==> src/rtl/uart_irq_pkg.sv <==
package uart_irq_pkg;
  localparam int NUM_LIVE = 5;
  localparam int NUM_EVT  = 5;
  localparam int NUM_SRC  = NUM_LIVE + NUM_EVT;

  // byte offsets of the register window
  localparam int OFF_MASK_SET = 'h08;
  localparam int OFF_MASK_CLR = 'h0C;
  localparam int OFF_MASK     = 'h10;
  localparam int OFF_STICKY   = 'h14;
  localparam int OFF_TRIG     = 'h20;
  localparam int OFF_LIVE     = 'h2C;

  localparam int TRIG_RESET = 'h20;

  typedef enum logic [2:0] {
    SEL_NONE, SEL_MASK_SET, SEL_MASK_CLR, SEL_MASK, SEL_STICKY, SEL_TRIG, SEL_LIVE
  } reg_sel_e;
endpackage

==> src/rtl/uart_irq_live.sv <==
module uart_irq_live
  import uart_irq_pkg::*;
#(
  parameter int RX_DEPTH = 16,
  parameter int CNT_W    = 5,
  parameter int TRIG_W   = 6
) (
  input  logic [CNT_W-1:0]    rx_count_i,
  input  logic [TRIG_W-1:0]   trig_i,
  input  logic                tx_empty_i,
  input  logic                tx_full_i,
  output logic [NUM_LIVE-1:0] live_o
);
  localparam int CMP_W = (CNT_W > TRIG_W) ? CNT_W : TRIG_W;

  logic [CMP_W-1:0] cnt_ext, trig_ext;

  always_comb begin
    cnt_ext   = CMP_W'(rx_count_i);
    trig_ext  = CMP_W'(trig_i);
    live_o[0] = cnt_ext >= trig_ext;
    live_o[1] = rx_count_i == '0;
    live_o[2] = rx_count_i == CNT_W'(RX_DEPTH);
    live_o[3] = tx_empty_i;
    live_o[4] = tx_full_i;
  end
endmodule

==> src/rtl/uart_irq_sticky.sv <==
module uart_irq_sticky #(
  parameter int W = 10
) (
  input  logic         clk,
  input  logic         rst_n,
  input  logic [W-1:0] set_i,
  input  logic [W-1:0] clr_i,
  output logic [W-1:0] q_o
);
  logic [W-1:0] nxt;

  // per bit: a hardware set overrides a same-edge software clear
  for (genvar i = 0; i < W; i++) begin : g_bit
    assign nxt[i] = set_i[i] | (q_o[i] & ~clr_i[i]);
  end

  always_ff @(posedge clk or negedge rst_n) begin
    if (!rst_n) q_o <= '0;
    else        q_o <= nxt;
  end
endmodule

==> src/rtl/uart_irq_mask.sv <==
module uart_irq_mask #(
  parameter int W = 10
) (
  input  logic         clk,
  input  logic         rst_n,
  input  logic         set_en_i,
  input  logic         clr_en_i,
  input  logic [W-1:0] bits_i,
  output logic [W-1:0] q_o
);
  always_ff @(posedge clk or negedge rst_n) begin
    if (!rst_n)        q_o <= '0;
    else if (set_en_i) q_o <= q_o | bits_i;
    else if (clr_en_i) q_o <= q_o & ~bits_i;
  end
endmodule

==> src/rtl/uart_irq_ctrl.sv <==
module uart_irq_ctrl
  import uart_irq_pkg::*;
#(
  parameter  int RX_DEPTH = 16,
  parameter  int ADDR_W   = 8,
  parameter  int TRIG_W   = 6,
  localparam int CNT_W    = $clog2(RX_DEPTH + 1)
) (
  input  logic              clk,
  input  logic              rst_n,
  input  logic              wr_en_i,
  input  logic              rd_en_i,
  input  logic [ADDR_W-1:0] addr_i,
  input  logic [31:0]       wdata_i,
  output logic [31:0]       rdata_o,
  input  logic [CNT_W-1:0]  rx_count_i,
  input  logic              tx_empty_i,
  input  logic              tx_full_i,
  input  logic              evt_overrun_i,
  input  logic              evt_frame_i,
  input  logic              evt_parity_i,
  input  logic              evt_timeout_i,
  input  logic              evt_modem_i,
  output logic              irq_o
);
  reg_sel_e            sel;
  logic [NUM_LIVE-1:0] live_w;
  logic [NUM_SRC-1:0]  set_w, clr_w, sticky_q, mask_q;
  logic [TRIG_W-1:0]   trig_q;
  logic [31:0]         rd_mux;

  always_comb begin
    unique case (addr_i)
      ADDR_W'(OFF_MASK_SET): sel = SEL_MASK_SET;
      ADDR_W'(OFF_MASK_CLR): sel = SEL_MASK_CLR;
      ADDR_W'(OFF_MASK):     sel = SEL_MASK;
      ADDR_W'(OFF_STICKY):   sel = SEL_STICKY;
      ADDR_W'(OFF_TRIG):     sel = SEL_TRIG;
      ADDR_W'(OFF_LIVE):     sel = SEL_LIVE;
      default:               sel = SEL_NONE;
    endcase
  end

  always_ff @(posedge clk or negedge rst_n) begin
    if (!rst_n)                          trig_q <= TRIG_W'(TRIG_RESET);
    else if (wr_en_i && sel == SEL_TRIG) trig_q <= wdata_i[TRIG_W-1:0];
  end

  uart_irq_live #(.RX_DEPTH(RX_DEPTH), .CNT_W(CNT_W), .TRIG_W(TRIG_W)) u_live (
    .rx_count_i(rx_count_i),
    .trig_i    (trig_q),
    .tx_empty_i(tx_empty_i),
    .tx_full_i (tx_full_i),
    .live_o    (live_w)
  );

  assign set_w = {evt_modem_i, evt_timeout_i, evt_parity_i, evt_frame_i, evt_overrun_i, live_w};
  assign clr_w = (wr_en_i && sel == SEL_STICKY) ? wdata_i[NUM_SRC-1:0] : '0;

  uart_irq_sticky #(.W(NUM_SRC)) u_sticky (
    .clk  (clk),
    .rst_n(rst_n),
    .set_i(set_w),
    .clr_i(clr_w),
    .q_o  (sticky_q)
  );

  uart_irq_mask #(.W(NUM_SRC)) u_mask (
    .clk     (clk),
    .rst_n   (rst_n),
    .set_en_i(wr_en_i && sel == SEL_MASK_SET),
    .clr_en_i(wr_en_i && sel == SEL_MASK_CLR),
    .bits_i  (wdata_i[NUM_SRC-1:0]),
    .q_o     (mask_q)
  );

  always_comb begin
    case (sel)
      SEL_MASK:   rd_mux = 32'(mask_q);
      SEL_STICKY: rd_mux = 32'(sticky_q);
      SEL_TRIG:   rd_mux = 32'(trig_q);
      SEL_LIVE:   rd_mux = 32'(live_w);
      default:    rd_mux = '0;
    endcase
  end

  always_ff @(posedge clk or negedge rst_n) begin
    if (!rst_n)       rdata_o <= '0;
    else if (rd_en_i) rdata_o <= rd_mux;
  end

  assign irq_o = |(mask_q & sticky_q);
endmodule

==> config.mk <==
export PLATFORM = sky130hd
export DESIGN_NAME = uart_irq_ctrl
export DESIGN_NICKNAME = d
export VERILOG_FILES = /design/src/rtl/uart_irq_pkg.sv /design/src/rtl/uart_irq_live.sv /design/src/rtl/uart_irq_sticky.sv /design/src/rtl/uart_irq_mask.sv /design/src/rtl/uart_irq_ctrl.sv
export SDC_FILE = /design/constraint.sdc
export NUM_CORES = 1
export LEC_CHECK = 0
export BUFFER_PORTS_ARGS = -buffer_cell sky130_fd_sc_hd__buf_2
export CAP_MARGIN = 5
export CORE_MARGIN = 1
export CORE_UTILIZATION = 45
export CTS_BUF_LIST = sky130_fd_sc_hd__clkbuf_4
export CTS_CLUSTER_SIZE = 8
export DETAILED_ROUTE_END_ITERATION = 10
export MAX_ROUTING_LAYER = met4
export PLACE_DENSITY_LB_ADDON = 0.05
export SYNTH_ARGS = -nofsm -noshare
export SYNTH_HDL_FRONTEND = slang
export SYNTH_SLANG_ARGS = --single-unit
==> constraint.sdc <==
create_clock -name clk -period 2.3 [get_ports clk]
set_input_delay 0 -clock clk [delete_from_list [all_inputs] [get_ports clk]]
set_output_delay 0 -clock clk [all_outputs]
set_load 0.02 [all_outputs]
# After elaboration in Yosys (flattened, before gate mapping)
# Cells that the tools add are included.
dict set report word_totals {
  ff_bits 58
  inputBits 56
  wordCells 64
}
dict set report op_classes {
  reduce_logical 7
  n_lt_le_gt_ge 1
  bitwise_logic 34
  eq_ne 13
  muxes 5
}
# op n
set ops {}
lappend ops {{$pmux 10 s4} 1}
lappend ops {{$mux 10} 3}
lappend ops {{$and 10x10->10} 2}
lappend ops {{$pmux 3 s6} 1}
lappend ops {{$eq 8x4->1 const B} 2}
lappend ops {{$eq 8x5->1 const B} 2}
lappend ops {{$eq 8x6->1 const B} 2}
lappend ops {{$and 1x1->1} 10}
lappend ops {{$not 1->1} 10}
lappend ops {{$not 10->10} 1}
lappend ops {{$or 1x1->1} 10}
lappend ops {{$or 10x10->10} 1}
lappend ops {{$reduce_or 10->1} 1}
lappend ops {{$eq 3x3->1 const B} 3}
lappend ops {{$eq 3x2->1 const B} 2}
lappend ops {{$ge 5x6->1} 1}
lappend ops {{$eq 5x5->1 const B} 1}
lappend ops {{$logic_not 5->1} 1}
lappend ops {{$logic_and 1x1->1} 4}
lappend ops {{$eq 3x1->1 const B} 1}
lappend ops {{$reduce_bool 2->1} 1}

# Logic depth before layout (Yosys ltp)
# Gate-level depths: netlist of run 1.
dict set report logic_depth {
  depth_word 8
  depth_mapped 7
  mapped_depth_nobuf 7
}

# By module
# Synthesis of run 1 repeated with hierarchy kept, for this count alone.
dict set report unflattened {
  hier_cells 217
  area_unflattened_um2 2207.1
}
# module area_each_um2 cells_each n_inst
set by_module_without_submodules {}
lappend by_module_without_submodules {uart_irq_ctrl 1297.5 134 1}
lappend by_module_without_submodules {uart_irq_mask 391.6 32 1}
lappend by_module_without_submodules {uart_irq_sticky 362.8 30 1}
lappend by_module_without_submodules {uart_irq_live 155.1 21 1}

# Least setup slack after synthesis of run 1
# OpenSTA, ideal clock, no wires.
dict set report synth_path {
  path_kind {register -> register}
  start {reg trig_q[3]}
  end {reg rdata_o[0]}
  path_stages_with_launch 8
  path_buffers 0
  t_required_ps 2213
  setup_slack_ps 955
  arrival_ps 1258
  cell_sequence {dfrtp_1 -> inv_1 -> ha_1 -> and4_1 -> nand3_1 -> a21boi_0 -> o21ai_0 -> a22oi_1}
}
dict set report synth_via {
  elab_chain_cells 2
}
# element line_no
set synth_lines {}
lappend synth_lines {{start, declared} uart_irq_ctrl.sv:29} ;# logic [TRIG_W-1:0] trig_q;
lappend synth_lines {{start signal, assigned} uart_irq_ctrl.sv:45} ;# if (!rst_n) trig_q <= TRIG_W'(TRIG_RESET);
lappend synth_lines {{start signal, assigned} uart_irq_ctrl.sv:46} ;# else if (wr_en_i && sel == SEL_TRIG) trig_q <= wdata_i[TRIG_W-1:0];
lappend synth_lines {{$ge 5x6->1} uart_irq_live.sv:21} ;# live_o[0] = cnt_ext >= trig_ext;
lappend synth_lines {{$pmux 10 s4} uart_irq_ctrl.sv:78} ;# case (sel)
lappend synth_lines {{end signal, assigned} uart_irq_ctrl.sv:89} ;# else if (rd_en_i) rdata_o <= rd_mux;
lappend synth_lines {{end, declared} uart_irq_ctrl.sv:15} ;# output logic [31:0] rdata_o,
# Every way passes these cells.
# A chain may end at the register's enable or synchronous reset.

# Worst setup path in the final report of run 1
dict set report layout_path {
  start {in addr_i[3]}
  end {reg u_sticky.q_o[7]}
}
dict set report layout_via {
  elab_chain_cells 8
  word_cells_on_any_way 13
}
# element line_no
set layout_lines {}
lappend layout_lines {{start, declared} uart_irq_ctrl.sv:13} ;# input logic [ADDR_W-1:0] addr_i,
lappend layout_lines {{$eq 8x6->1, or another cell as far along} uart_irq_ctrl.sv:33} ;# unique case (addr_i)
lappend layout_lines {{$pmux 3 s6 *} uart_irq_ctrl.sv:33}
lappend layout_lines {{$eq 3x3->1 *} uart_irq_ctrl.sv:58} ;# assign clr_w = (wr_en_i && sel == SEL_STICKY) ? wdata_i[NUM_SRC-1:0] : '0;
lappend layout_lines {{$logic_and 1x1->1 *} uart_irq_ctrl.sv:58}
lappend layout_lines {{$mux 10 *} uart_irq_ctrl.sv:58}
lappend layout_lines {{$not 1->1 *} uart_irq_sticky.sv:14} ;# assign nxt[i] = set_i[i] | (q_o[i] & ~clr_i[i]);
lappend layout_lines {{$and 1x1->1 *} uart_irq_sticky.sv:14}
lappend layout_lines {{$or 1x1->1 *} uart_irq_sticky.sv:14}
lappend layout_lines {{net u_sticky.nxt[7]} uart_irq_sticky.sv:10} ;# logic [W-1:0] nxt;
lappend layout_lines {{end signal, assigned} uart_irq_sticky.sv:19} ;# else q_o <= nxt;
lappend layout_lines {{end, declared} uart_irq_sticky.sv:8} ;# output logic [W-1:0] q_o
# The timed path passes the listed nets; every way through them passes the cells marked *.

==> results.toml, run 1 <==
[run_status]
status = "finished with violations"
violations = "design-rule violations"

[synthesis]
synthTopCellsByArea = "dfrtp_1 (42%), buf_4 (7.8%), nand2_1 (7.3%)"
synth_xor_area_share_pct = 0
synth_top_family_by_area = "compound AO/OA/AOI/OAI gates"
synth_ff_type = "dfrtp_1"
synth_top_area_share_pct = 41.5
avgSynthCellArea_sq_um = 9.21
ys_ff_latch = 36
synth.distinct_cells = 43
synth-simple-area-share_pct = 17.3
synth_top_area_cell = "dfrtp_1"
synth_compound_area_share_pct = 18.3
synth_edf_count = 0
synth-async-reset-ratio_pct = 100
netlist_instances = 229
synthAdderAreaFrac_pct = 2.97
syn_area_sq_um = 2110
yosys_warnings = 0
ys_seq_area_share_pct = 42.8
muxShareOfSynthArea_pct = 6.05

[sta]
tightest_slew_ns = 0.796
finClkSkew_ns = 0.0105
slew_headroom_pct = 47.0
max_freq_mhz = 583
finalHoldViolCount = 0
setup_viol = 0
grt_setup_unrepaired = "false"
finalCritPeriodShare_pct = 74.6
fin_crit_ns = 1.72
slew_violations = 0
setup-tns-final_ns = 0

[drt]
drtPass1Iterations = 7
viasPerCell = 5.01
drt-initial-drc-count = 107
wl_mm = 4.76
drc = 15
detail_route.wl_per_cell_um = 13.5
vias = 1767
final_antenna_net_count = 0

[clocking]
clk_pin_slew_ns = 0.11
max-clock-path-buffers = 2
insertion_delay_ns = 0.33
htreeDepth = 2
cts_resized = 0
cts_tree = "done"
cts_buffers = 5
numClockSinks = 36
clock-root-buffer = "clkbuf_4"

[die]
start_util_pct = 47.5
core_sq_um = 4440
fp.dieH_um = 70.5
ios = 89
die_w_um = 70.5
num_rows = 24
die_area_sq_um = 4970

[global_routing]
antenna_found_initial = 0
grt-ovfl-total = 0
grt_max_degree = 37
grt_pass1_wl_mm = 8.06
grt_usage_pct = 21.6
first_global_vias = 1689

[job]
drv_cap = 0

[worst_setup_path]
reg2reg_to = "rdata_o[0]"
cp-end-kind = "flip-flop"
r2r_slack_ns = 0.78
cp.arrival_ns = 1.94
timing.rr.start = "trig_q[3]"
critical_path.max_fanout = 10
crit_required_ns = 2.53
rr_worst_depth = 7
startpoint_type = "input port"
critPathKind = "in2reg"

[cells_and_area]
multi_input_area_sq_um = 1020
drive_gt1_share_pct = 22.3
n_antenna_cell = 0
synthToLayoutAreaGrowth_pct = 24.5
nets = 361
fillCellCount = 401
ff_latch_area_sq_um = 902

[hold_path]
hold_path_end = "rdata_o[0]"
worstHoldStart = "addr_i[7]"
hold_path_class = "in2reg"
worst_hold_path.num_cells = 4

[pwr]
leakagePower_nw = 1.17
p_per_area_nw_per_um2 = 512
clockPowerShare_pct = 33.6
internal_power_w = 0.000984
p_comb_share_pct = 16.5
pwr-share-seq_pct = 50.0
total_power_w = 0.00134
swShare_pct = 26.8
ir_drop_mv = 0.383
p_sw_w = 0.000360

[placed_design]
portBuffers = 44
hpwlAfterDp_mm = 3.30
place_congestion = 0.855
==> logic make-up (layout without fill, tap and decap cells) <==
family | after synthesis | in the layout
simple gates | 70 | 70
compound gates | 58 | 58
buf+inv | 47 | 98
flops | 36 | 36
mux | 12 | 12
fa+ha+maj | 5 | 5
other cells | 1 | 22
==> cells in the final DEF, fill, tap and decap left out, drive strengths merged, types with 2 or more instances in the layout <==
| cell | count |
|---|---|
| nand2b | 2 |
| and4 | 2 |
| nor2 | 10 |
| mux2i | 6 |
| buf | 44 |
| a21o | 8 |
| a22o | 4 |
| nand3 | 3 |
| nor3b | 2 |
| dfrtp | 35 |
| a21oi | 8 |
| nand2 | 41 |
| o21ai | 18 |
| dlygate4sd3 | 26 |
| a22oi | 4 |
| nor4 | 2 |
| inv | 20 |
| conb | 22 |
| mux2 | 6 |
| and2 | 2 |
| o22ai | 8 |
| ha | 5 |
| clkbuf | 6 |
==> cell usage after synthesis, drive strengths merged, types with 2 or more instances <==
master	instances
mux2	6
nor4	2
a21oi	8
o21ai	18
nand2b	2
nor2	10
o22ai	8
mux2i	6
inv	20
nor3b	2
a22oi	4
and4	2
nand3	3
nand2	41
clkbuf	2
buf	25
a22o	4
a21o	8
and2	2
dfrtp	35
ha	5
==> critical path, stage by stage <==
cell and delay, ns:
buf_2 0.13, nor3_1 0.33, nand3_2 0.28, nor2_4 0.36, nand2_1 0.12, a21o_1 0.19, dlygate4sd3_1 0.54
==> through the flow <==
| step | instance area [sq um] | utilization (%) | std cells | hold slack, ns | setup slack (ns) |
|---|---|---|---|---|---|
| detailed placement | 2290 | 51.4 | 319 | 0.142 | 0.707 |
| floorplan | 2190 | - | 250 | -0.296 | 0.955 |
| global placement | 2290 | 51.4 | 319 | 0.139 | 0.685 |
| finish | 2630 | 59.1 | 353 | 0.0111 | 0.584 |
| CTS | 2630 | 59.1 | 353 | 0.00171 | 0.594 |
| global route | 2630 | 59.1 | 353 | 0.0291 | 0.399 |
==> metal layers <==
layer / track usage, % / wire length (um) / up-vias
li1: - / - / 885
met1: 29.3 / 2300 / 820
met2: 33.3 / 2210 / 56
met3: 4.04 / 197 / 6
met4: 5.67 / 56 / 0
met5: - / 0 / -
==> worst max-delay path by stage <==
stage / start / endpoint / slack [ns] / cells after the start
after detailed placement: addr_i[2] / trig_q[3] / 0.71 / 4
final: addr_i[3] / u_sticky.q_o[7] / 0.58 / 7
after floorplan: trig_q[3] / rdata_o[0] / 0.95 / 7
after global routing: addr_i[3] / u_sticky.q_o[7] / 0.40 / 7
after CTS: addr_i[3] / u_sticky.q_o[4] / 0.59 / 7
after global placement: addr_i[2] / trig_q[3] / 0.69 / 4
==> power by group through the flow <==
| stage | registers, W | clock network (W) | logic (W) |
|---|---|---|---|
| after floorplan | 0.000678 | 0 | 0.000148 |
| after global placement | 0.000683 | 0 | 0.000196 |
| after detailed placement | 0.000683 | 0 | 0.000197 |
| after CTS | 0.000671 | 0.000462 | 0.000222 |
| after global routing | 0.000675 | 0.000484 | 0.000250 |
| final | 0.000671 | 0.000451 | 0.000221 |
==> what timing repair did <==
item | 4_1_cts | 5_1_grt
hold endpoints to repair | 61 | 0
buffers inserted | 0 | 0
hold buffers | 26 | 0
==> area by class of cell <==
type	instances	area share [%]
multi-input combinational	167	39.0
tap	52	2.48
inverter	20	2.86
clock buffer	6	1.72
timing repair buffer	70	18.3
sequential	36	34.3
clock inverter	2	1.33
Note: power is estimated with default switching activity, not from simulation.
==> run 2: changes to the inputs <==
==> constraint.sdc (replaced) <==
create_clock -name clk -period 1.44 [get_ports clk]
set_input_delay 0 -clock clk [delete_from_list [all_inputs] [get_ports clk]]
set_output_delay 0 -clock clk [all_outputs]
set_load 0.02 [all_outputs]
==> results.toml, run 2 (synthesized netlist as in run 1, its figures left out) <==
[run_status]
status = "finished with violations"
violations = "design-rule violations, negative setup slack"

[sta]
setup_ws_ns = -0.0635
slew_violations = 0
finalCritPeriodShare_pct = 104
finClkSkew_ns = 0.0168
finalHoldViolCount = 0
setup_viol = 1
max_freq_mhz = 665
fin_crit_ns = 1.50
grt_setup_unrepaired = "true"

[global_routing]
grt_usage_pct = 21.8
grt_pass1_wl_mm = 8.05
antenna_found_initial = 0
first_global_vias = 1720
grt-ovfl-total = 0
grt_max_degree = 37

[die]
ios = 89
start_util_pct = 47.5
core_sq_um = 4440
num_rows = 24
die_area_sq_um = 4970
die_w_um = 70.5
fp.dieH_um = 70.5

[drt]
wl_met2_mm = 2.17
detail_route.wl_per_cell_um = 13.5
final_antenna_net_count = 0
top_layer_used = "met4"
met3_length_um = 235
drt-initial-drc-count = 89
viasPerCell = 4.92
drc = 17
wl_mm = 4.87
drtPass1Iterations = 7
vias = 1770
drt-met1-wl_mm = 2.41

[cells_and_area]
n_antenna_cell = 0
postLayoutCellArea_sq_um = 2700
synthToLayoutAreaGrowth_pct = 27.8
final_common_cell = "buf_2"
final_cell_mix = "buf_2 (43), nand2_1 (41), dfrtp_1 (35), conb_1 (22), inv_1 (20)"
fillCellCount = 406
drive_gt1_share_pct = 27.6
nets = 368

[clocking]
clock-root-buffer = "clkbuf_4"
cts_buffers = 5
clk_pin_slew_ns = 0.11
htreeDepth = 2
max-clock-path-buffers = 2
numClockSinks = 36
cts_tree = "done"
insertion_delay_ns = 0.33

[hold_path]
hold_path_class = "in2reg"

[pwr]
ir_drop_mv = 0.542
total_power_w = 0.00204
leakagePower_nw = 1.23
p_per_area_nw_per_um2 = 755

[worst_setup_path]
critical_path.max_fanout = 2
crit_required_ns = 1.44
startpoint_type = "flip-flop"
cp.arrival_ns = 1.50
cp-end-kind = "output pin"
critPathKind = "reg2out"

[placed_design]
placed_area_sq_um = 2390
portBuffers = 44
hpwlAfterDp_mm = 3.40
place_congestion = 0.866

[job]
drv_cap = 0
## run 2: final timing paths
check,from,end,slack [ns],cells past startpoint
max in group asynchronous,rst_n,trig_q[5],0.83,3
worst max-delay path,flip-flop,irq_o,-0.06,4
worst min register to register,flip-flop,flip-flop,0.51,2
worst min-delay path,rd_en_i,rdata_o[5],0.01,2
worst max register to register,trig_q[2],rdata_o[0],0,7
min in group asynchronous,rst_n,rdata_o[5],0.22,3
## run 2: final cells by class
cell class                 count  area [sq um]  area share (%)
timing repair buffer          77           543            20.1
tap                           52          65.1            2.41
inverter                      20          75.1            2.78
multi-input combinational    167          1050            39.0
clock buffer                   8          60.1            2.23
sequential                    36           902            33.5
## run 2: report_power, final
group / switching, W / leakage, nW / internal (W)
registers: 0.0000272 / 0.448 / 0.00104
logic: 0.000223 / 0.747 / 0.000171
clock network: 0.000318 / 0.0368 / 0.000251
## run 2: critical path, stage by stage, from the launching register on
cell	delay [ns]
dfrtp_1	0.39
a22o_1	0.24
a221oi_2	0.22
nand4_1	0.13
buf_4	0.18
## run 2: what timing repair did
item / CTS / global route
endpoints found under the setup margin: 2 / 3
setup buffers: 3 / 1
pin swaps: 1 / 3
hold endpoints to repair: 61 / 0
resized for setup: 3 / 5
hold buffers: 19 / 0
## run 2: per-layer routing
metal	global-route usage (%)	vias to the layer above
met5	-	-
li1	-	901
met3	4.33	7
met4	4.76	0
met1	29.0	795
met2	34.4	67
## run 2: stage by stage
step	setup WS, ns	cells	setup TNS (ns)	hold slack (ns)	util (%)
2_1_floorplan	0.0949	250	0	-0.296	-
3_3_place_gp	0.0381	329	0	0.0724	53.7
3_5_place_dp	-0.0253	329	-0.0253	0.0686	53.7
4_1_cts	-0.0496	359	-0.0496	0.00139	60.0
5_1_grt	-0.140	360	-0.208	0.00585	60.7
6_report	-0.0635	360	-0.0635	0.00993	60.7
